### config.mk
export PLATFORM = sky130hd
export DESIGN_NAME = ea_unit
export DESIGN_NICKNAME = d
export VERILOG_FILES = /design/src/rtl/ea_pkg.sv /design/src/rtl/ea_mode_dec.sv /design/src/rtl/ea_addr_calc.sv /design/src/rtl/ea_ctrl.sv /design/src/rtl/ea_unit.sv
export SDC_FILE = /design/constraint.sdc
export NUM_CORES = 1
export LEC_CHECK = 0
export BUFFER_PORTS_ARGS = -buffer_cell sky130_fd_sc_hd__buf_2
export CAP_MARGIN = 20
export CORE_ASPECT_RATIO = 0.7
export CORE_MARGIN = 2
export CORE_UTILIZATION = 45
export CTS_CLUSTER_SIZE = 16
export DETAILED_ROUTE_END_ITERATION = 10
export PLACE_DENSITY = 0.72
export SLEW_MARGIN = 10
export SYNTH_ARGS = -nofsm -noshare
export SYNTH_HDL_FRONTEND = slang
export SYNTH_HIERARCHICAL = 1
export SYNTH_SLANG_ARGS = --single-unit
### constraint.sdc
create_clock -name clk -period 8.5 [get_ports clk]
set_input_delay 0.425 -clock clk [delete_from_list [all_inputs] [get_ports clk]]
set_output_delay 0.425 -clock clk [all_outputs]
set_load 0.1 [all_outputs]
### src/rtl/ea_pkg.sv
package ea_pkg;

    typedef enum logic [3:0] {
        AM_IMM  = 4'd0,
        AM_DIR  = 4'd1,
        AM_IND  = 4'd2,
        AM_REG  = 4'd3,
        AM_RIND = 4'd4,
        AM_DISP = 4'd5,
        AM_REL  = 4'd6,
        AM_IDX  = 4'd7,
        AM_POST = 4'd8,
        AM_PRE  = 4'd9
    } am_e;

    typedef enum logic [2:0] {
        ST_IDLE,
        ST_CALC,
        ST_PTR_REQ,
        ST_PTR_WAIT,
        ST_OPD_REQ,
        ST_OPD_WAIT,
        ST_DONE
    } st_e;

    typedef enum logic [1:0] {
        BASE_ZERO,
        BASE_FIELD,
        BASE_MEM
    } base_e;

    typedef enum logic [1:0] {
        OFF_ZERO,
        OFF_REG,
        OFF_PC
    } off_e;

    typedef struct packed {
        logic  legal;
        logic  ptr_rd;
        logic  opd_rd;
        logic  idx_inc;
        logic  from_field;
        logic  from_reg;
        base_e calc_base;
        off_e  calc_off;
        off_e  ptr_off;
    } am_ctl_t;

endpackage

### src/rtl/ea_mode_dec.sv
module ea_mode_dec
    import ea_pkg::*;
(
    input  logic [3:0] mode_code,
    output am_ctl_t    ctl
);

    always_comb begin
        ctl = '0;
        unique case (mode_code)
            AM_IMM: begin
                ctl.legal      = 1'b1;
                ctl.from_field = 1'b1;
            end
            AM_REG: begin
                ctl.legal    = 1'b1;
                ctl.from_reg = 1'b1;
            end
            AM_DIR: begin
                ctl.legal     = 1'b1;
                ctl.opd_rd    = 1'b1;
                ctl.calc_base = BASE_FIELD;
                ctl.calc_off  = OFF_ZERO;
            end
            AM_RIND: begin
                ctl.legal     = 1'b1;
                ctl.opd_rd    = 1'b1;
                ctl.calc_base = BASE_ZERO;
                ctl.calc_off  = OFF_REG;
            end
            AM_DISP: begin
                ctl.legal     = 1'b1;
                ctl.opd_rd    = 1'b1;
                ctl.calc_base = BASE_FIELD;
                ctl.calc_off  = OFF_REG;
            end
            AM_REL: begin
                ctl.legal     = 1'b1;
                ctl.opd_rd    = 1'b1;
                ctl.calc_base = BASE_FIELD;
                ctl.calc_off  = OFF_PC;
            end
            AM_IDX: begin
                ctl.legal     = 1'b1;
                ctl.opd_rd    = 1'b1;
                ctl.idx_inc   = 1'b1;
                ctl.calc_base = BASE_FIELD;
                ctl.calc_off  = OFF_REG;
            end
            AM_IND: begin
                ctl.legal     = 1'b1;
                ctl.ptr_rd    = 1'b1;
                ctl.opd_rd    = 1'b1;
                ctl.calc_base = BASE_FIELD;
                ctl.calc_off  = OFF_ZERO;
                ctl.ptr_off   = OFF_ZERO;
            end
            AM_POST: begin
                ctl.legal     = 1'b1;
                ctl.ptr_rd    = 1'b1;
                ctl.opd_rd    = 1'b1;
                ctl.calc_base = BASE_FIELD;
                ctl.calc_off  = OFF_ZERO;
                ctl.ptr_off   = OFF_REG;
            end
            AM_PRE: begin
                ctl.legal     = 1'b1;
                ctl.ptr_rd    = 1'b1;
                ctl.opd_rd    = 1'b1;
                ctl.calc_base = BASE_FIELD;
                ctl.calc_off  = OFF_REG;
                ctl.ptr_off   = OFF_ZERO;
            end
            default: begin
                ctl = '0;
            end
        endcase
    end

endmodule

### src/rtl/ea_addr_calc.sv
module ea_addr_calc
    import ea_pkg::*;
#(
    parameter int AW = 16
) (
    input  base_e          base_sel,
    input  off_e           off_sel,
    input  logic [AW-1:0]  field_word,
    input  logic [AW-1:0]  mem_word,
    input  logic [AW-1:0]  reg_word,
    input  logic [AW-1:0]  pc_word,
    output logic [AW-1:0]  sum
);

    logic [AW-1:0] base_val;
    logic [AW-1:0] off_val;

    always_comb begin
        unique case (base_sel)
            BASE_FIELD: base_val = field_word;
            BASE_MEM:   base_val = mem_word;
            default:    base_val = '0;
        endcase
    end

    always_comb begin
        unique case (off_sel)
            OFF_REG: off_val = reg_word;
            OFF_PC:  off_val = pc_word;
            default: off_val = '0;
        endcase
    end

    // Plain AW-bit add: the carry out is dropped, giving modulo 2^AW.
    assign sum = base_val + off_val;

endmodule

### src/rtl/ea_ctrl.sv
module ea_ctrl
    import ea_pkg::*;
(
    input  logic clk,
    input  logic rst_n,
    input  logic start,
    input  logic legal,
    input  logic ptr_rd,
    input  logic opd_rd,
    input  logic idx_inc,
    output st_e  state,
    output logic accept,
    output logic ready,
    output logic done,
    output logic mem_re,
    output logic rf_we
);

    st_e state_nx;

    always_ff @(posedge clk or negedge rst_n) begin
        if (!rst_n) begin
            state <= ST_IDLE;
        end else begin
            state <= state_nx;
        end
    end

    always_comb begin
        state_nx = state;
        unique case (state)
            ST_IDLE: begin
                if (start) begin
                    state_nx = ST_CALC;
                end
            end
            ST_CALC: begin
                if (!legal) begin
                    state_nx = ST_DONE;
                end else if (ptr_rd) begin
                    state_nx = ST_PTR_REQ;
                end else if (opd_rd) begin
                    state_nx = ST_OPD_REQ;
                end else begin
                    state_nx = ST_DONE;
                end
            end
            ST_PTR_REQ:  state_nx = ST_PTR_WAIT;
            ST_PTR_WAIT: state_nx = ST_OPD_REQ;
            ST_OPD_REQ:  state_nx = ST_OPD_WAIT;
            ST_OPD_WAIT: state_nx = ST_DONE;
            ST_DONE:     state_nx = ST_IDLE;
            default:     state_nx = ST_IDLE;
        endcase
    end

    always_comb begin
        ready  = 1'b0;
        accept = 1'b0;
        done   = 1'b0;
        mem_re = 1'b0;
        rf_we  = 1'b0;
        unique case (state)
            ST_IDLE: begin
                ready  = 1'b1;
                accept = start;
            end
            ST_CALC: begin
                rf_we = legal && idx_inc;
            end
            ST_PTR_REQ: begin
                mem_re = 1'b1;
            end
            ST_OPD_REQ: begin
                mem_re = 1'b1;
            end
            ST_DONE: begin
                done = 1'b1;
            end
            default: begin
                ready = 1'b0;
            end
        endcase
    end

endmodule

### src/rtl/ea_unit.sv
module ea_unit
    import ea_pkg::*;
#(
    parameter int AW = 16,
    parameter int RW = 3
) (
    input  logic          clk,
    input  logic          rst_n,
    input  logic          start,
    output logic          ready,
    input  logic [3:0]    mode,
    input  logic [AW-1:0] afield,
    input  logic [RW-1:0] rsel,
    input  logic [AW-1:0] pc,
    output logic [RW-1:0] rf_raddr,
    input  logic [AW-1:0] rf_rdata,
    output logic          rf_we,
    output logic [RW-1:0] rf_waddr,
    output logic [AW-1:0] rf_wdata,
    output logic          mem_re,
    output logic [AW-1:0] mem_addr,
    input  logic [AW-1:0] mem_rdata,
    output logic          done,
    output logic [AW-1:0] ea,
    output logic [AW-1:0] operand,
    output logic          illegal
);

    localparam int PADW = AW - RW;
    localparam logic [AW-1:0] ONE = AW'(1);

    logic [3:0]    mode_q;
    logic [AW-1:0] field_q;
    logic [RW-1:0] rsel_q;
    logic [AW-1:0] pc_q;
    logic [AW-1:0] ea_q;
    logic [AW-1:0] opd_q;
    logic          ill_q;

    am_ctl_t       ctl;
    st_e           state;
    logic          accept;
    base_e         base_sel;
    off_e          off_sel;
    logic [AW-1:0] sum;

    ea_mode_dec u_dec (
        .mode_code (mode_q),
        .ctl       (ctl)
    );

    ea_ctrl u_ctrl (
        .clk     (clk),
        .rst_n   (rst_n),
        .start   (start),
        .legal   (ctl.legal),
        .ptr_rd  (ctl.ptr_rd),
        .opd_rd  (ctl.opd_rd),
        .idx_inc (ctl.idx_inc),
        .state   (state),
        .accept  (accept),
        .ready   (ready),
        .done    (done),
        .mem_re  (mem_re),
        .rf_we   (rf_we)
    );

    // The pointer word from memory is the base only while it is returning.
    always_comb begin
        if (state == ST_PTR_WAIT) begin
            base_sel = BASE_MEM;
            off_sel  = ctl.ptr_off;
        end else begin
            base_sel = ctl.calc_base;
            off_sel  = ctl.calc_off;
        end
    end

    ea_addr_calc #(.AW(AW)) u_calc (
        .base_sel   (base_sel),
        .off_sel    (off_sel),
        .field_word (field_q),
        .mem_word   (mem_rdata),
        .reg_word   (rf_rdata),
        .pc_word    (pc_q),
        .sum        (sum)
    );

    always_ff @(posedge clk or negedge rst_n) begin
        if (!rst_n) begin
            mode_q  <= '0;
            field_q <= '0;
            rsel_q  <= '0;
            pc_q    <= '0;
            ea_q    <= '0;
            opd_q   <= '0;
            ill_q   <= 1'b0;
        end else begin
            unique case (state)
                ST_IDLE: begin
                    if (accept) begin
                        mode_q  <= mode;
                        field_q <= afield;
                        rsel_q  <= rsel;
                        pc_q    <= pc;
                        ill_q   <= 1'b0;
                    end
                end
                ST_CALC: begin
                    if (!ctl.legal) begin
                        ill_q <= 1'b1;
                        ea_q  <= '0;
                        opd_q <= '0;
                    end else if (ctl.from_field) begin
                        ea_q  <= '0;
                        opd_q <= field_q;
                    end else if (ctl.from_reg) begin
                        ea_q  <= {{PADW{1'b0}}, rsel_q};
                        opd_q <= rf_rdata;
                    end else begin
                        ea_q <= sum;
                    end
                end
                ST_PTR_WAIT: begin
                    ea_q <= sum;
                end
                ST_OPD_WAIT: begin
                    opd_q <= mem_rdata;
                end
                default: begin
                    ea_q <= ea_q;
                end
            endcase
        end
    end

    assign rf_raddr = rsel_q;
    assign rf_waddr = rsel_q;
    assign rf_wdata = rf_rdata + ONE;
    assign mem_addr = ea_q;
    assign ea       = ea_q;
    assign operand  = opd_q;
    assign illegal  = ill_q;

endmodule

==> impl_metrics.prom, run 1 <==
# TYPE chip_impl_metric gauge
chip_impl_metric{name="r2r_cells",unit=""} 16
chip_impl_metric{name="numCtsBuffers",unit=""} 9
chip_impl_info{name="critical_path.reg2reg.startpoint",value="u_ctrl/state[0]$_DFFE_PN0P_"} 1
chip_impl_metric{name="cts-hold-fix-buffers",unit=""} 0
chip_impl_metric{name="cts-resized-gates",unit=""} 0
chip_impl_metric{name="drcViolationCount",unit=""} 0
chip_impl_info{name="primary_flip_flop_cell_chosen_by_synthesis_mapping",value="sky130_fd_sc_hd__dfrtp_1"} 1
chip_impl_metric{name="dpl-instance-area",unit="um^2"} 5880
chip_impl_metric{name="timing.clock.skew",unit="ns"} 0.00995
chip_impl_metric{name="synth_simple_gate_area_share",unit="%"} 14.4
chip_impl_metric{name="final_antenna_net_count",unit=""} 0
chip_impl_metric{name="core",unit="um^2"} 11600
chip_impl_metric{name="grt_start_max_net_pins",unit=""} 76
chip_impl_metric{name="synth-compound-area-share",unit="%"} 19.5
chip_impl_metric{name="avgViaCountPerCell",unit=""} 5.77
chip_impl_metric{name="number_of_flops_mapped_to_enable_cells_by_yosys",unit=""} 0
chip_impl_info{name="worst_setup_path_end_kind",value="register"} 1
chip_impl_metric{name="worst_slew_pin_slew",unit="ns"} 0.993
chip_impl_metric{name="synth-seq-area-share",unit="%"} 35.4
chip_impl_metric{name="global_route_wire_length_before_repair",unit="mm"} 24.1
chip_impl_info{name="worst_r2r_dst",value="ea[14]$_DFFE_PN0P_"} 1
chip_impl_metric{name="post-route-period-util",unit="%"} 48.2
chip_impl_info{name="tritoncts_clock_tree",value="done"} 1
chip_impl_metric{name="synth.distinct_cells",unit=""} 69
chip_impl_metric{name="drt_wl_total",unit="mm"} 15.0
chip_impl_metric{name="fin_area",unit="um^2"} 6190
chip_impl_metric{name="setup.reg_to_reg.worst_slack",unit="ns"} 4.40
chip_impl_metric{name="synthXorXnorAreaFrac",unit="%"} 4.63
chip_impl_metric{name="diodes",unit=""} 0
chip_impl_metric{name="worst-endpoint-required",unit="ns"} 8.73
chip_impl_metric{name="layout_min_cycle_time",unit="ns"} 4.10
chip_impl_info{name="rsz0062_at_grt",value="false"} 1
chip_impl_info{name="post-synth-top-area-cell",value="sky130_fd_sc_hd__dfrtp_1"} 1
chip_impl_metric{name="synth_adder_area_share",unit="%"} 5.10
chip_impl_metric{name="dr.pass1.iters",unit=""} 4
chip_impl_metric{name="preCtsSetupSlack",unit="ns"} 4.47
chip_impl_metric{name="synth_seq_cells",unit=""} 75
chip_impl_info{name="dominant_combinational_cell_family_by_area_after_synthesis",value="compound AO/OA/AOI/OAI gates"} 1
chip_impl_metric{name="area.growth.synth_to_final",unit="%"} 16.9
chip_impl_metric{name="final_cells",unit=""} 800
chip_impl_metric{name="maxSlewViolCount",unit=""} 0
chip_impl_metric{name="synth.yosys.warnings",unit=""} 6
chip_impl_metric{name="start_util",unit="%"} 45.6
chip_impl_info{name="clk_root_buffer_cell",value="sky130_fd_sc_hd__clkbuf_16"} 1
chip_impl_metric{name="cp.arrival",unit="ns"} 4.33
chip_impl_metric{name="worstPathMaxFanout",unit=""} 16
chip_impl_metric{name="port_buffers",unit=""} 148
chip_impl_metric{name="place_inst",unit=""} 783
chip_impl_metric{name="async_reset_ff_share",unit="%"} 100
chip_impl_metric{name="finalWorstSetupSlack",unit="ns"} 4.40
chip_impl_info{name="status",value="finished clean"} 1
chip_impl_info{name="worst_path_dominant_cell_family",value="adder cells"} 1
chip_impl_metric{name="grt_pass1_vias",unit=""} 4605
chip_impl_metric{name="cpPeakStageDelay",unit="ns"} 0.65
chip_impl_metric{name="grt_antenna_before_repair",unit=""} 0
chip_impl_metric{name="timing.critical_path.buf_inv",unit=""} 2
chip_impl_metric{name="first_iter_violations",unit=""} 216
chip_impl_metric{name="ctsLongestPathBuffers",unit=""} 2
chip_impl_info{name="hold_path.class",value="input pin to async pin"} 1
chip_impl_info{name="synth_area_leaders",value="sky130_fd_sc_hd__dfrtp_1 35%, sky130_fd_sc_hd__mux2_2 12%, sky130_fd_sc_hd__ha_1 4.7%"} 1
chip_impl_metric{name="row_count",unit=""} 33
chip_impl_metric{name="synthesis.area",unit="um^2"} 5300
chip_impl_metric{name="cts-htree-levels",unit=""} 3
chip_impl_metric{name="grt.total_usage",unit="%"} 24.6
chip_impl_metric{name="filler_cell_count",unit=""} 1067
chip_impl_metric{name="post-synth-top-area-fraction",unit="%"} 35.4
chip_impl_metric{name="final_layout_size_suffix_gt1_share",unit="%"} 40.3
chip_impl_metric{name="clkLatencyLatePin",unit="ns"} 0.35
chip_impl_info{name="crit_path_top_delay_cell",value="sky130_fd_sc_hd__dfrtp_1"} 1
chip_impl_metric{name="die_height",unit="um"} 94.8
chip_impl_metric{name="maxSlewHeadroom",unit="%"} 33.8
chip_impl_metric{name="chipWidth",unit="um"} 134
chip_impl_info{name="start_kind",value="register"} 1
chip_impl_metric{name="setup_viol",unit=""} 0
chip_impl_metric{name="routed_wire_length_per_instance",unit="um"} 18.8
chip_impl_metric{name="final_nets",unit=""} 733
chip_impl_metric{name="synth_cells",unit=""} 533
chip_impl_metric{name="cts_clk_pin_slew_worst_paths",unit="ns"} 0.06
chip_impl_info{name="worstSetupPathType",value="register to register"} 1
chip_impl_metric{name="io_pins",unit=""} 149
chip_impl_metric{name="top_achievable_clock_speed",unit="GHz"} 0.244
chip_impl_info{name="cp_cell_sequence",value="nor2b_1 -> nand2_1 -> mux2_2 -> inv_1 -> ha_1 -> a22oi_1 -> nor2_1 -> ha_1 -> inv_1 -> fa_1 -> nor2b_4 -> o31a_1 -> o22ai_2 -> o21ai_1 -> xor2_1 -> a22o_1"} 1
chip_impl_metric{name="place_congestion",unit=""} 0.927
chip_impl_metric{name="setup_tns",unit="ns"} 0
chip_impl_metric{name="gr-total-overflow",unit=""} 0
chip_impl_metric{name="hpwlAfterDp",unit="mm"} 11.3
chip_impl_metric{name="num_vias",unit=""} 4616
chip_impl_metric{name="synth.mux.area_fraction",unit="%"} 12.7
chip_impl_metric{name="synthesis.area_per_instance",unit="um^2"} 9.94
chip_impl_metric{name="clkSinkCount",unit=""} 75
chip_impl_metric{name="final_hold_viol_count",unit=""} 0
chip_impl_metric{name="post-cts-setup-buffer-count",unit=""} 0
chip_impl_metric{name="timing.max_cap.violations",unit=""} 0
chip_impl_metric{name="die_area",unit="um^2"} 12700
==> per-layer routing <==
metal | GRT usage, % | part of all wire, % | vias to the layer above
met5 | 0 | 0 | -
met4 | 5.76 | 1.3 | 0
met3 | 8.43 | 8.5 | 16
met2 | 38.1 | 44 | 182
met1 | 33.3 | 46 | 2276
li1 | - | - | 2142
==> Yosys cell counts (all sizes together), types with 4 or more instances <==
library cell,instances
a32oi,16
nor2b,5
nand2,20
xnor2,16
a21oi,45
a22oi,32
inv,13
nand2b,5
or2,5
xor2,12
clkbuf,22
buf,36
mux2,57
nand4,9
ha,20
nand3,11
a22o,13
and2,4
nor4,6
dfrtp,75
o21ai,18
nor2,43
nor3,10
==> final cells by class <==
cell class	instances	area (um^2)	area share [%]
Multi-Input combinational cell	388	3000	48.5
Sequential cell	75	1880	30.3
Timing Repair Buffer	151	778	12.6
Clock buffer	12	236	3.82
Tap cell	157	196	3.17
Clock inverter	4	51.3	0.828
Inverter	13	48.8	0.788
==> worst max path at each step <==
stage	from	to	slack [ns]	cells past startpoint
floorplan	u_ctrl/state[2]$_DFFE_PN0P_	ea[14]$_DFFE_PN0P_	4.76	19
global placement	u_ctrl/state[0]$_DFFE_PN0P_	ea[12]$_DFFE_PN0P_	4.72	16
global route	u_ctrl/state[0]$_DFFE_PN0P_	ea[14]$_DFFE_PN0P_	4.04	16
finish	u_ctrl/state[0]$_DFFE_PN0P_	ea[14]$_DFFE_PN0P_	4.40	16
detailed placement	u_ctrl/state[0]$_DFFE_PN0P_	ea[14]$_DFFE_PN0P_	4.47	16
CTS	u_ctrl/state[0]$_DFFE_PN0P_	ea[12]$_DFFE_PN0P_	4.46	16
==> worst register-to-register path: stages (launching register included) <==
cell and delay [ns]:
sky130_fd_sc_hd__dfrtp_1 0.65, sky130_fd_sc_hd__nor2b_1 0.27, sky130_fd_sc_hd__nand2_1 0.16, sky130_fd_sc_hd__mux2_2 0.36, sky130_fd_sc_hd__inv_1 0.07, sky130_fd_sc_hd__ha_1 0.51
sky130_fd_sc_hd__a22oi_1 0.18, sky130_fd_sc_hd__nor2_1 0.13, sky130_fd_sc_hd__ha_1 0.23, sky130_fd_sc_hd__inv_1 0.07, sky130_fd_sc_hd__fa_1 0.44, sky130_fd_sc_hd__nor2b_4 0.14
sky130_fd_sc_hd__o31a_1 0.20, sky130_fd_sc_hd__o22ai_2 0.12, sky130_fd_sc_hd__o21ai_1 0.17, sky130_fd_sc_hd__xor2_1 0.08, sky130_fd_sc_hd__a22o_1 0.20
==> registers in the layout, indices dropped and copies added, names as in the netlist <==
name and flops:
pc_q 16, rf_raddr 3, operand 16, illegal 1, ea 16, mode_q 4, u_ctrl/state 3, field_q 16
==> cell usage in the layout (no fill, tap or decap), types with 3 or more instances in the layout <==
cell / Yosys / final
sky130_fd_sc_hd__nand2b_1: 5 / 5
sky130_fd_sc_hd__clkbuf_1: 22 / 3
sky130_fd_sc_hd__xor2_1: 12 / 12
sky130_fd_sc_hd__a32oi_1: 16 / 16
sky130_fd_sc_hd__mux2_2: 57 / 57
sky130_fd_sc_hd__clkbuf_16: 0 / 9
sky130_fd_sc_hd__or2_2: 3 / 3
sky130_fd_sc_hd__nand3_1: 11 / 11
sky130_fd_sc_hd__nor2b_1: 4 / 3
sky130_fd_sc_hd__nor2_1: 40 / 40
sky130_fd_sc_hd__ha_1: 20 / 20
sky130_fd_sc_hd__o21ai_1: 8 / 8
sky130_fd_sc_hd__nor3_1: 6 / 6
sky130_fd_sc_hd__dfrtp_1: 75 / 75
sky130_fd_sc_hd__a21oi_2: 13 / 13
sky130_fd_sc_hd__buf_4: 23 / 3
sky130_fd_sc_hd__nand4_1: 9 / 9
sky130_fd_sc_hd__a22o_1: 13 / 13
sky130_fd_sc_hd__a22oi_1: 32 / 32
sky130_fd_sc_hd__o21ai_0: 9 / 9
sky130_fd_sc_hd__nor3_2: 3 / 3
sky130_fd_sc_hd__a31oi_1: 3 / 3
sky130_fd_sc_hd__buf_2: 3 / 147
sky130_fd_sc_hd__a21oi_1: 32 / 32
sky130_fd_sc_hd__nor4_1: 6 / 5
sky130_fd_sc_hd__inv_1: 13 / 13
sky130_fd_sc_hd__mux2i_1: 3 / 3
sky130_fd_sc_hd__nand2_1: 19 / 19
sky130_fd_sc_hd__xnor2_1: 16 / 16
==> stage by stage <==
step / utilization (%) / hold slack, ns
floorplan: - / 0.129
global placement: 50.7 / 0.476
detailed placement: 50.7 / 0.485
CTS: 53.2 / 0.278
global route: 53.4 / 0.298
finish: 53.4 / 0.183
==> logic make-up after synthesis <==
group,Yosys count
other cells,1
compound gates,143
fa+ha+maj,21
buf+inv,71
flops,75
simple gates,134
mux,60
xor+xnor,28
Power of run 1 is not shown: default switching activity piles up to over one toggle a cycle in this logic, so the estimate is an artifact.
==> run 2, diff against run 1 <==
- ABC_AREA: unset -> 1
- clock period: 8.5 -> 4 ns (I/O delays scaled with it)
==> run 2 against run 1 <==
Cell area up 7.4%. Register-to-register slack worse by 3.9 ns. First-iteration DRC count up 62%. Area after synthesis up 7.2%. Via count up 27%. Worst hold slack worse by 0.18 ns. Synthesized cell count up 69%. Setup slack worse by 3.9 ns. Count of clock-buffer cells in the layout down 3. Cell count up 48%. Non-clock buffer count unchanged. Global-route usage down 0.48 points. Critical path type unchanged. Largest cell class unchanged. Highest routed layer unchanged.
==> impl_metrics.prom, run 2 <==
# TYPE chip_impl_metric gauge
chip_impl_info{name="status",value="finished clean"} 1
chip_impl_metric{name="die_height",unit="um"} 98.0
chip_impl_metric{name="start_util",unit="%"} 45.9
chip_impl_info{name="synthMostInstantiatedCell",value="sky130_fd_sc_hd__nand2_1"} 1
chip_impl_metric{name="io_pins",unit=""} 149
chip_impl_metric{name="worst-endpoint-required",unit="ns"} 4.28
chip_impl_metric{name="post-route-period-util",unit="%"} 87.0
chip_impl_metric{name="num_vias",unit=""} 5840
chip_impl_metric{name="grt_antenna_before_repair",unit=""} 1
chip_impl_metric{name="post-synth-top-area-fraction",unit="%"} 33.1
chip_impl_metric{name="final_cells",unit=""} 1180
chip_impl_metric{name="chipWidth",unit="um"} 138
chip_impl_metric{name="sequential_cell_area",unit="um^2"} 1880
chip_impl_metric{name="final_antenna_net_count",unit=""} 0
chip_impl_metric{name="gr-total-overflow",unit=""} 0
chip_impl_metric{name="cts-htree-levels",unit=""} 3
chip_impl_metric{name="setup_tns",unit="ns"} 0
chip_impl_metric{name="place_inst",unit=""} 1163
chip_impl_metric{name="top_achievable_clock_speed",unit="GHz"} 0.287
chip_impl_metric{name="final_hold_viol_count",unit=""} 0
chip_impl_metric{name="global_route_wire_length_before_repair",unit="mm"} 26.3
chip_impl_metric{name="avgViaCountPerCell",unit=""} 4.95
chip_impl_info{name="worst_r2r_dst",value="ea[10]$_DFFE_PN0P_"} 1
chip_impl_info{name="crit_path_top_delay_cell",value="sky130_fd_sc_hd__dfrtp_1"} 1
chip_impl_info{name="primary_flip_flop_cell_chosen_by_synthesis_mapping",value="sky130_fd_sc_hd__dfrtp_1"} 1
chip_impl_info{name="synth_area_leaders",value="sky130_fd_sc_hd__dfrtp_1 33%, sky130_fd_sc_hd__nand2_1 32%, sky130_fd_sc_hd__inv_1 4.8%"} 1
chip_impl_info{name="rsz0062_at_grt",value="false"} 1
chip_impl_metric{name="maxSlewHeadroom",unit="%"} 35.9
chip_impl_metric{name="synthesis.area_per_instance",unit="um^2"} 6.30
chip_impl_metric{name="timing.clock.skew",unit="ns"} 0.0109
chip_impl_metric{name="first_iter_violations",unit=""} 350
chip_impl_metric{name="cpPeakStageDelay",unit="ns"} 0.58
chip_impl_metric{name="setup.reg_to_reg.worst_slack",unit="ns"} 0.52
chip_impl_metric{name="setup_viol",unit=""} 0
chip_impl_metric{name="place_congestion",unit=""} 0.960
chip_impl_metric{name="multi_input_comb_area",unit="um^2"} 3170
chip_impl_metric{name="grt.total_usage",unit="%"} 24.1
chip_impl_metric{name="clkLatencyLatePin",unit="ns"} 0.35
chip_impl_metric{name="timing.max_cap.violations",unit=""} 0
chip_impl_metric{name="worst_slew_pin_slew",unit="ns"} 0.961
chip_impl_metric{name="filler_cell_count",unit=""} 1251
chip_impl_metric{name="ctsLongestPathBuffers",unit=""} 2
chip_impl_metric{name="worstPathMaxFanout",unit=""} 16
chip_impl_metric{name="grt_start_max_net_pins",unit=""} 76
chip_impl_info{name="worst_setup_path_end_kind",value="register"} 1
chip_impl_metric{name="dr.pass1.iters",unit=""} 5
chip_impl_info{name="hold_path.class",value="input pin to async pin"} 1
chip_impl_info{name="critical-path-top-cell-by-count",value="sky130_fd_sc_hd__nand2_1"} 1
chip_impl_metric{name="post-cts-setup-buffer-count",unit=""} 0
chip_impl_metric{name="hpwlAfterDp",unit="mm"} 12.6
chip_impl_metric{name="cts-resized-gates",unit=""} 0
chip_impl_metric{name="drt_wl_total",unit="mm"} 16.1
chip_impl_metric{name="r2r_cells",unit=""} 20
chip_impl_metric{name="synth.yosys.warnings",unit=""} 6
chip_impl_metric{name="drcViolationCount",unit=""} 0
chip_impl_metric{name="grt_pass1_vias",unit=""} 5224
chip_impl_metric{name="final_nets",unit=""} 1107
chip_impl_info{name="worstSetupPathType",value="register to register"} 1
chip_impl_metric{name="row_count",unit=""} 34
chip_impl_metric{name="cp.arrival",unit="ns"} 3.76
chip_impl_info{name="layout.cells.most_common",value="sky130_fd_sc_hd__nand2_1"} 1
chip_impl_info{name="post-synth-top-area-cell",value="sky130_fd_sc_hd__dfrtp_1"} 1
chip_impl_metric{name="synth_cells",unit=""} 901
chip_impl_metric{name="port_buffers",unit=""} 148
chip_impl_metric{name="number_of_flops_mapped_to_enable_cells_by_yosys",unit=""} 0
chip_impl_metric{name="synth.distinct_cells",unit=""} 32
chip_impl_info{name="critical_path.reg2reg.startpoint",value="u_ctrl/state[2]$_DFFE_PN0P_"} 1
chip_impl_metric{name="hold_slack",unit="ns"} 0.0000632
chip_impl_info{name="cp_cell_sequence",value="inv_2 -> nand3_2 -> inv_1 -> or2_2 -> inv_1 -> ha_1 -> nand2_1 -> a21oi_1 -> ha_1 -> inv_1 -> fa_1 -> inv_1 -> nand4_1 -> nand2_1 -> nand2_1 -> nand2_1 -> nand2_1 -> nand2_1 -> nand3_1 -> nand2_1"} 1
chip_impl_info{name="mostFrequentLayoutCells",value="480 x sky130_fd_sc_hd__nand2_1, 147 x sky130_fd_sc_hd__buf_2, 75 x sky130_fd_sc_hd__dfrtp_1, 72 x sky130_fd_sc_hd__inv_1, 52 x sky130_fd_sc_hd__nand3_1"} 1
chip_impl_metric{name="layout_min_cycle_time",unit="ns"} 3.48
chip_impl_metric{name="maxSlewViolCount",unit=""} 0
chip_impl_info{name="synth_top_cells_by_count",value="480 x sky130_fd_sc_hd__nand2_1, 75 x sky130_fd_sc_hd__dfrtp_1, 72 x sky130_fd_sc_hd__inv_1"} 1
chip_impl_info{name="start_kind",value="register"} 1
chip_impl_metric{name="die_area",unit="um^2"} 13500
chip_impl_metric{name="area.growth.synth_to_final",unit="%"} 17.2
chip_impl_metric{name="synthesis.area",unit="um^2"} 5680
chip_impl_metric{name="numCtsBuffers",unit=""} 9
chip_impl_metric{name="final_layout_size_suffix_gt1_share",unit="%"} 20.0
chip_impl_metric{name="core",unit="um^2"} 12400
chip_impl_metric{name="synth-seq-area-share",unit="%"} 33.1
chip_impl_metric{name="synth_seq_cells",unit=""} 75
chip_impl_metric{name="clkSinkCount",unit=""} 75
chip_impl_metric{name="routed_wire_length_per_instance",unit="um"} 13.7
chip_impl_info{name="clk_root_buffer_cell",value="sky130_fd_sc_hd__clkbuf_16"} 1
chip_impl_metric{name="cts-hold-fix-buffers",unit=""} 0
chip_impl_metric{name="cts_clk_pin_slew_worst_paths",unit="ns"} 0.07
chip_impl_info{name="tritoncts_clock_tree",value="done"} 1
chip_impl_metric{name="async_reset_ff_share",unit="%"} 100
## run 2: worst max-delay path by stage
stage / start / to / slack [ns] / cells after the start
floorplan: u_ctrl/state[2]$_DFFE_PN0P_ / ea[12]$_DFFE_PN0P_ / 0.96 / 21
detailed placement: u_ctrl/state[2]$_DFFE_PN0P_ / ea[10]$_DFFE_PN0P_ / 0.53 / 19
global placement: u_ctrl/state[2]$_DFFE_PN0P_ / ea[10]$_DFFE_PN0P_ / 0.61 / 19
CTS: u_ctrl/state[2]$_DFFE_PN0P_ / ea[10]$_DFFE_PN0P_ / 0.53 / 19
finish: u_ctrl/state[2]$_DFFE_PN0P_ / ea[10]$_DFFE_PN0P_ / 0.52 / 20
global route: u_ctrl/state[2]$_DFFE_PN0P_ / ea[12]$_DFFE_PN0P_ / 0.09 / 20
## run 2: worst max-delay path: cells and delay by family (launching register included)
family                     cells  cell delay [ns]
and+or+nand+nor               11             1.18
adders and majority gates      3             1.04
DFF                            1             0.58
buffers and inverters          5             0.44
AOI/OAI and AO/OA              1             0.17
## run 2: logic make-up (layout without fill, tap and decap cells)
group / after synthesis / after routing / share of synthesized area (%)
buffers and inverters: 135 / 250 / 11.3
adder cells (fa/ha/maj): 21 / 21 / 4.76
AND/OR/NAND/NOR: 603 / 603 / 43.2
flip-flops: 75 / 75 / 33.1
other: 1 / 3 / 0.0661
AO/OA/AOI/OAI: 50 / 50 / 5.14
XOR/XNOR: 16 / 16 / 2.47
## run 2: final cells by class
class | count | share of cell area [%]
flip-flops and latches | 75 | 28.2
clock buffers | 9 | 3.39
multi-input cells | 692 | 47.6
clock inverters | 7 | 1.49
well taps | 162 | 3.05
repair buffers | 151 | 11.5
inverters | 83 | 4.68
diodes | 1 | 0.0376
## run 2: metrics by stage
| step | worst slack, ns | utilization [%] | instance area [um^2] |
|---|---|---|---|
| floorplan | 0.956 | - | 5680 |
| global placement | 0.610 | 51.1 | 6320 |
| detailed placement | 0.533 | 51.1 | 6320 |
| CTS | 0.529 | 53.7 | 6650 |
| global route | 0.0853 | 53.7 | 6650 |
| finish | 0.522 | 53.7 | 6650 |
## run 2: routing by layer
metal | GRT usage, % | vias up | share of wire (%)
met1 | 34.7 | 2621 | 48
met2 | 35.9 | 227 | 42
met3 | 6.28 | 19 | 8.3
met5 | 0 | - | 0
met4 | 6.83 | 0 | 1.6
li1 | - | 2973 | -
Power of run 2 is left out for the same reason.
==> run 3, diff against run 2 <==
- CORE_UTILIZATION: 45 -> 30
- PLACE_DENSITY: 0.72 -> 0.52
==> run 3 against run 2 <==
Register-to-register slack got worse by 0.09 ns. Via count shrank 0.98%. Sequential cell count unchanged. Clock skew is 0.0059 ns lower. Worst hold slack improved by 0.044 ns. First-iteration DRC count grew 29%. Routed wire length is 13% higher. Global-route usage decreased by 5.6 points. Non-clock buffer count rose by 3.
==> impl_metrics.prom, run 3 (synthesis gave the netlist of run 2 again) <==
# TYPE chip_impl_metric gauge
chip_impl_info{name="status",value="finished clean"} 1
chip_impl_metric{name="r2r_cells",unit=""} 19
chip_impl_info{name="worst_r2r_dst",value="ea[14]$_DFFE_PN0P_"} 1
chip_impl_metric{name="cp.arrival",unit="ns"} 3.80
chip_impl_metric{name="area.growth.synth_to_final",unit="%"} 20.4
chip_impl_metric{name="top_achievable_clock_speed",unit="GHz"} 0.280
chip_impl_metric{name="clkLatencyLatePin",unit="ns"} 0.35
chip_impl_info{name="mostFrequentLayoutCells",value="480 x sky130_fd_sc_hd__nand2_1, 147 x sky130_fd_sc_hd__buf_2, 75 x sky130_fd_sc_hd__dfrtp_1, 72 x sky130_fd_sc_hd__inv_1, 52 x sky130_fd_sc_hd__nand3_1"} 1
chip_impl_metric{name="drcViolationCount",unit=""} 0
chip_impl_info{name="hold_path.startpoint",value="mode[1]"} 1
chip_impl_metric{name="cpPeakStageDelay",unit="ns"} 0.58
chip_impl_metric{name="avgViaCountPerCell",unit=""} 4.58
chip_impl_metric{name="place_congestion",unit=""} 0.887
chip_impl_metric{name="grt.total_usage",unit="%"} 18.5
chip_impl_metric{name="cts_clk_pin_slew_worst_paths",unit="ns"} 0.06
chip_impl_metric{name="first_iter_violations",unit=""} 450
chip_impl_info{name="layout.cells.most_common",value="sky130_fd_sc_hd__nand2_1"} 1
chip_impl_info{name="crit_path_start",value="u_ctrl/state[2]$_DFFE_PN0P_"} 1
chip_impl_metric{name="final_hold_viol_count",unit=""} 0
chip_impl_metric{name="final_nets",unit=""} 1110
chip_impl_metric{name="grt_start_max_net_pins",unit=""} 76
chip_impl_info{name="critical-path-top-cell-by-count",value="sky130_fd_sc_hd__nand2_1"} 1
chip_impl_info{name="tritoncts_clock_tree",value="done"} 1
chip_impl_metric{name="start_util",unit="%"} 30.3
chip_impl_metric{name="routed_wire_length_per_instance",unit="um"} 14.4
chip_impl_info{name="worst_setup_path_end_kind",value="register"} 1
chip_impl_metric{name="worst_slew_pin_slew",unit="ns"} 0.890
chip_impl_metric{name="final_layout_size_suffix_gt1_share",unit="%"} 20.0
chip_impl_info{name="critical_path.reg2reg.startpoint",value="u_ctrl/state[2]$_DFFE_PN0P_"} 1
chip_impl_metric{name="worstPathMaxFanout",unit=""} 16
chip_impl_metric{name="setup_tns",unit="ns"} 0
chip_impl_metric{name="num_vias",unit=""} 5783
chip_impl_metric{name="maxSlewViolCount",unit=""} 0
chip_impl_metric{name="drt_wl_total",unit="mm"} 18.2
chip_impl_metric{name="final_antenna_net_count",unit=""} 0
chip_impl_metric{name="dr.pass1.iters",unit=""} 4
chip_impl_info{name="crit_path_top_delay_cell",value="sky130_fd_sc_hd__dfrtp_1"} 1
chip_impl_metric{name="worst-endpoint-required",unit="ns"} 4.23
chip_impl_metric{name="io_pins",unit=""} 149
chip_impl_metric{name="cts-htree-levels",unit=""} 3
chip_impl_metric{name="port_buffers",unit=""} 148
chip_impl_metric{name="die_area",unit="um^2"} 20100
chip_impl_metric{name="hold_slack",unit="ns"} 0.0444
chip_impl_info{name="worstSetupPathType",value="register to register"} 1
chip_impl_info{name="hold_end",value="mode_q[1]$_DFFE_PN0P_"} 1
chip_impl_metric{name="die_height",unit="um"} 119
chip_impl_info{name="clk_root_buffer_cell",value="sky130_fd_sc_hd__clkbuf_16"} 1
chip_impl_metric{name="layout_min_cycle_time",unit="ns"} 3.57
chip_impl_metric{name="grt_pass1_vias",unit=""} 5409
chip_impl_metric{name="grt_antenna_before_repair",unit=""} 1
chip_impl_info{name="start_kind",value="register"} 1
chip_impl_info{name="hold_path.class",value="input pin to register"} 1
chip_impl_metric{name="maxSlewHeadroom",unit="%"} 40.5
chip_impl_info{name="cp_cell_sequence",value="inv_2 -> nand3_2 -> inv_1 -> or2_2 -> inv_1 -> ha_1 -> nand2_1 -> a21oi_1 -> ha_1 -> inv_1 -> fa_1 -> inv_1 -> nand4_1 -> nand2_1 -> nand2_1 -> nand3_1 -> nand2_1 -> nand3_1 -> nand2_1"} 1
chip_impl_metric{name="post-route-period-util",unit="%"} 89.2
chip_impl_metric{name="timing.clock.skew",unit="ns"} 0.00498
chip_impl_metric{name="setup.reg_to_reg.worst_slack",unit="ns"} 0.43
chip_impl_metric{name="setup_viol",unit=""} 0
chip_impl_metric{name="chipWidth",unit="um"} 168
chip_impl_info{name="rsz0062_at_grt",value="false"} 1
chip_impl_metric{name="core",unit="um^2"} 18700
chip_impl_metric{name="timing.hold.worst_path_depth",unit=""} 3
chip_impl_metric{name="timing.max_cap.violations",unit=""} 0
chip_impl_metric{name="gr-total-overflow",unit=""} 0
chip_impl_metric{name="clkSinkCount",unit=""} 75
chip_impl_metric{name="row_count",unit=""} 42
chip_impl_metric{name="ctsLongestPathBuffers",unit=""} 2
chip_impl_metric{name="numCtsBuffers",unit=""} 9
chip_impl_metric{name="hpwlAfterDp",unit="mm"} 14.4
chip_impl_metric{name="global_route_wire_length_before_repair",unit="mm"} 28.8
==> run 3: cell types whose count changed in the layout (fill, tap and decap cells not counted), sizes merged <==
cell	before	now
clkinvlp	1	0
dlygate4sd3	0	1
buf	151	153
inv	85	84
clkbuf	9	10
bufinv	2	3
==> run 3: worst max-delay path by stage <==
stage	end	cells past startpoint	slack [ns]
after floorplan	ea[12]$_DFFE_PN0P_	21	0.96
after global placement	ea[10]$_DFFE_PN0P_	19	0.57
after detailed placement	ea[14]$_DFFE_PN0P_	19	0.47
after CTS	ea[12]$_DFFE_PN0P_	20	0.44
after global routing	ea[14]$_DFFE_PN0P_	20	0.04
final	ea[14]$_DFFE_PN0P_	19	0.43
==> run 3: per-layer routing <==
layer	vias up	GRT usage, %	part of all wire (%)
met3	18	3.79	6.5
li1	2971	-	-
met1	2631	27.5	51
met2	163	27.3	41
met5	-	0	0
met4	0	4.47	1.3
==> run 3: worst max-delay path, delay by kind of cell (launching register included) <==
family / cells / cell delay, ns
DFF: 1 / 0.58
AOI/OAI and AO/OA: 1 / 0.18
adders and majority gates: 3 / 1.08
buffers and inverters: 5 / 0.44
and+or+nand+nor: 10 / 1.17
==> run 3: final cells by class <==
cell class              count  area (um^2)
clock buffers              10          229
inverters                  83          312
repair buffers            154          831
diodes                      1         2.50
multi-input cells         692         3170
flip-flops and latches     75         1880
well taps                 242          303
fillers                  2128        11900
clock inverters             6          113
==> run 3: metrics by stage <==
stage          instance area, um^2  std cells  util (%)  worst slack, ns
4_1_cts                       6770       1259      36.2            0.444
3_5_place_dp                  6420       1243      34.3            0.473
3_3_place_gp                  6420       1243      34.3            0.566
6_report                      6830       1263      36.5            0.432
2_1_floorplan                 5680        902         -            0.956
5_1_grt                       6830       1262      36.5           0.0392
==> run 3: timing repair <==
| action | CTS | global route |
|---|---|---|
| buffers inserted | 0 | 0 |
| endpoints found under the hold margin | 0 | 29 |
| gates resized for setup | 0 | 0 |
| hold buffers | 0 | 1 |
Power of run 3 is left out for the same reason.
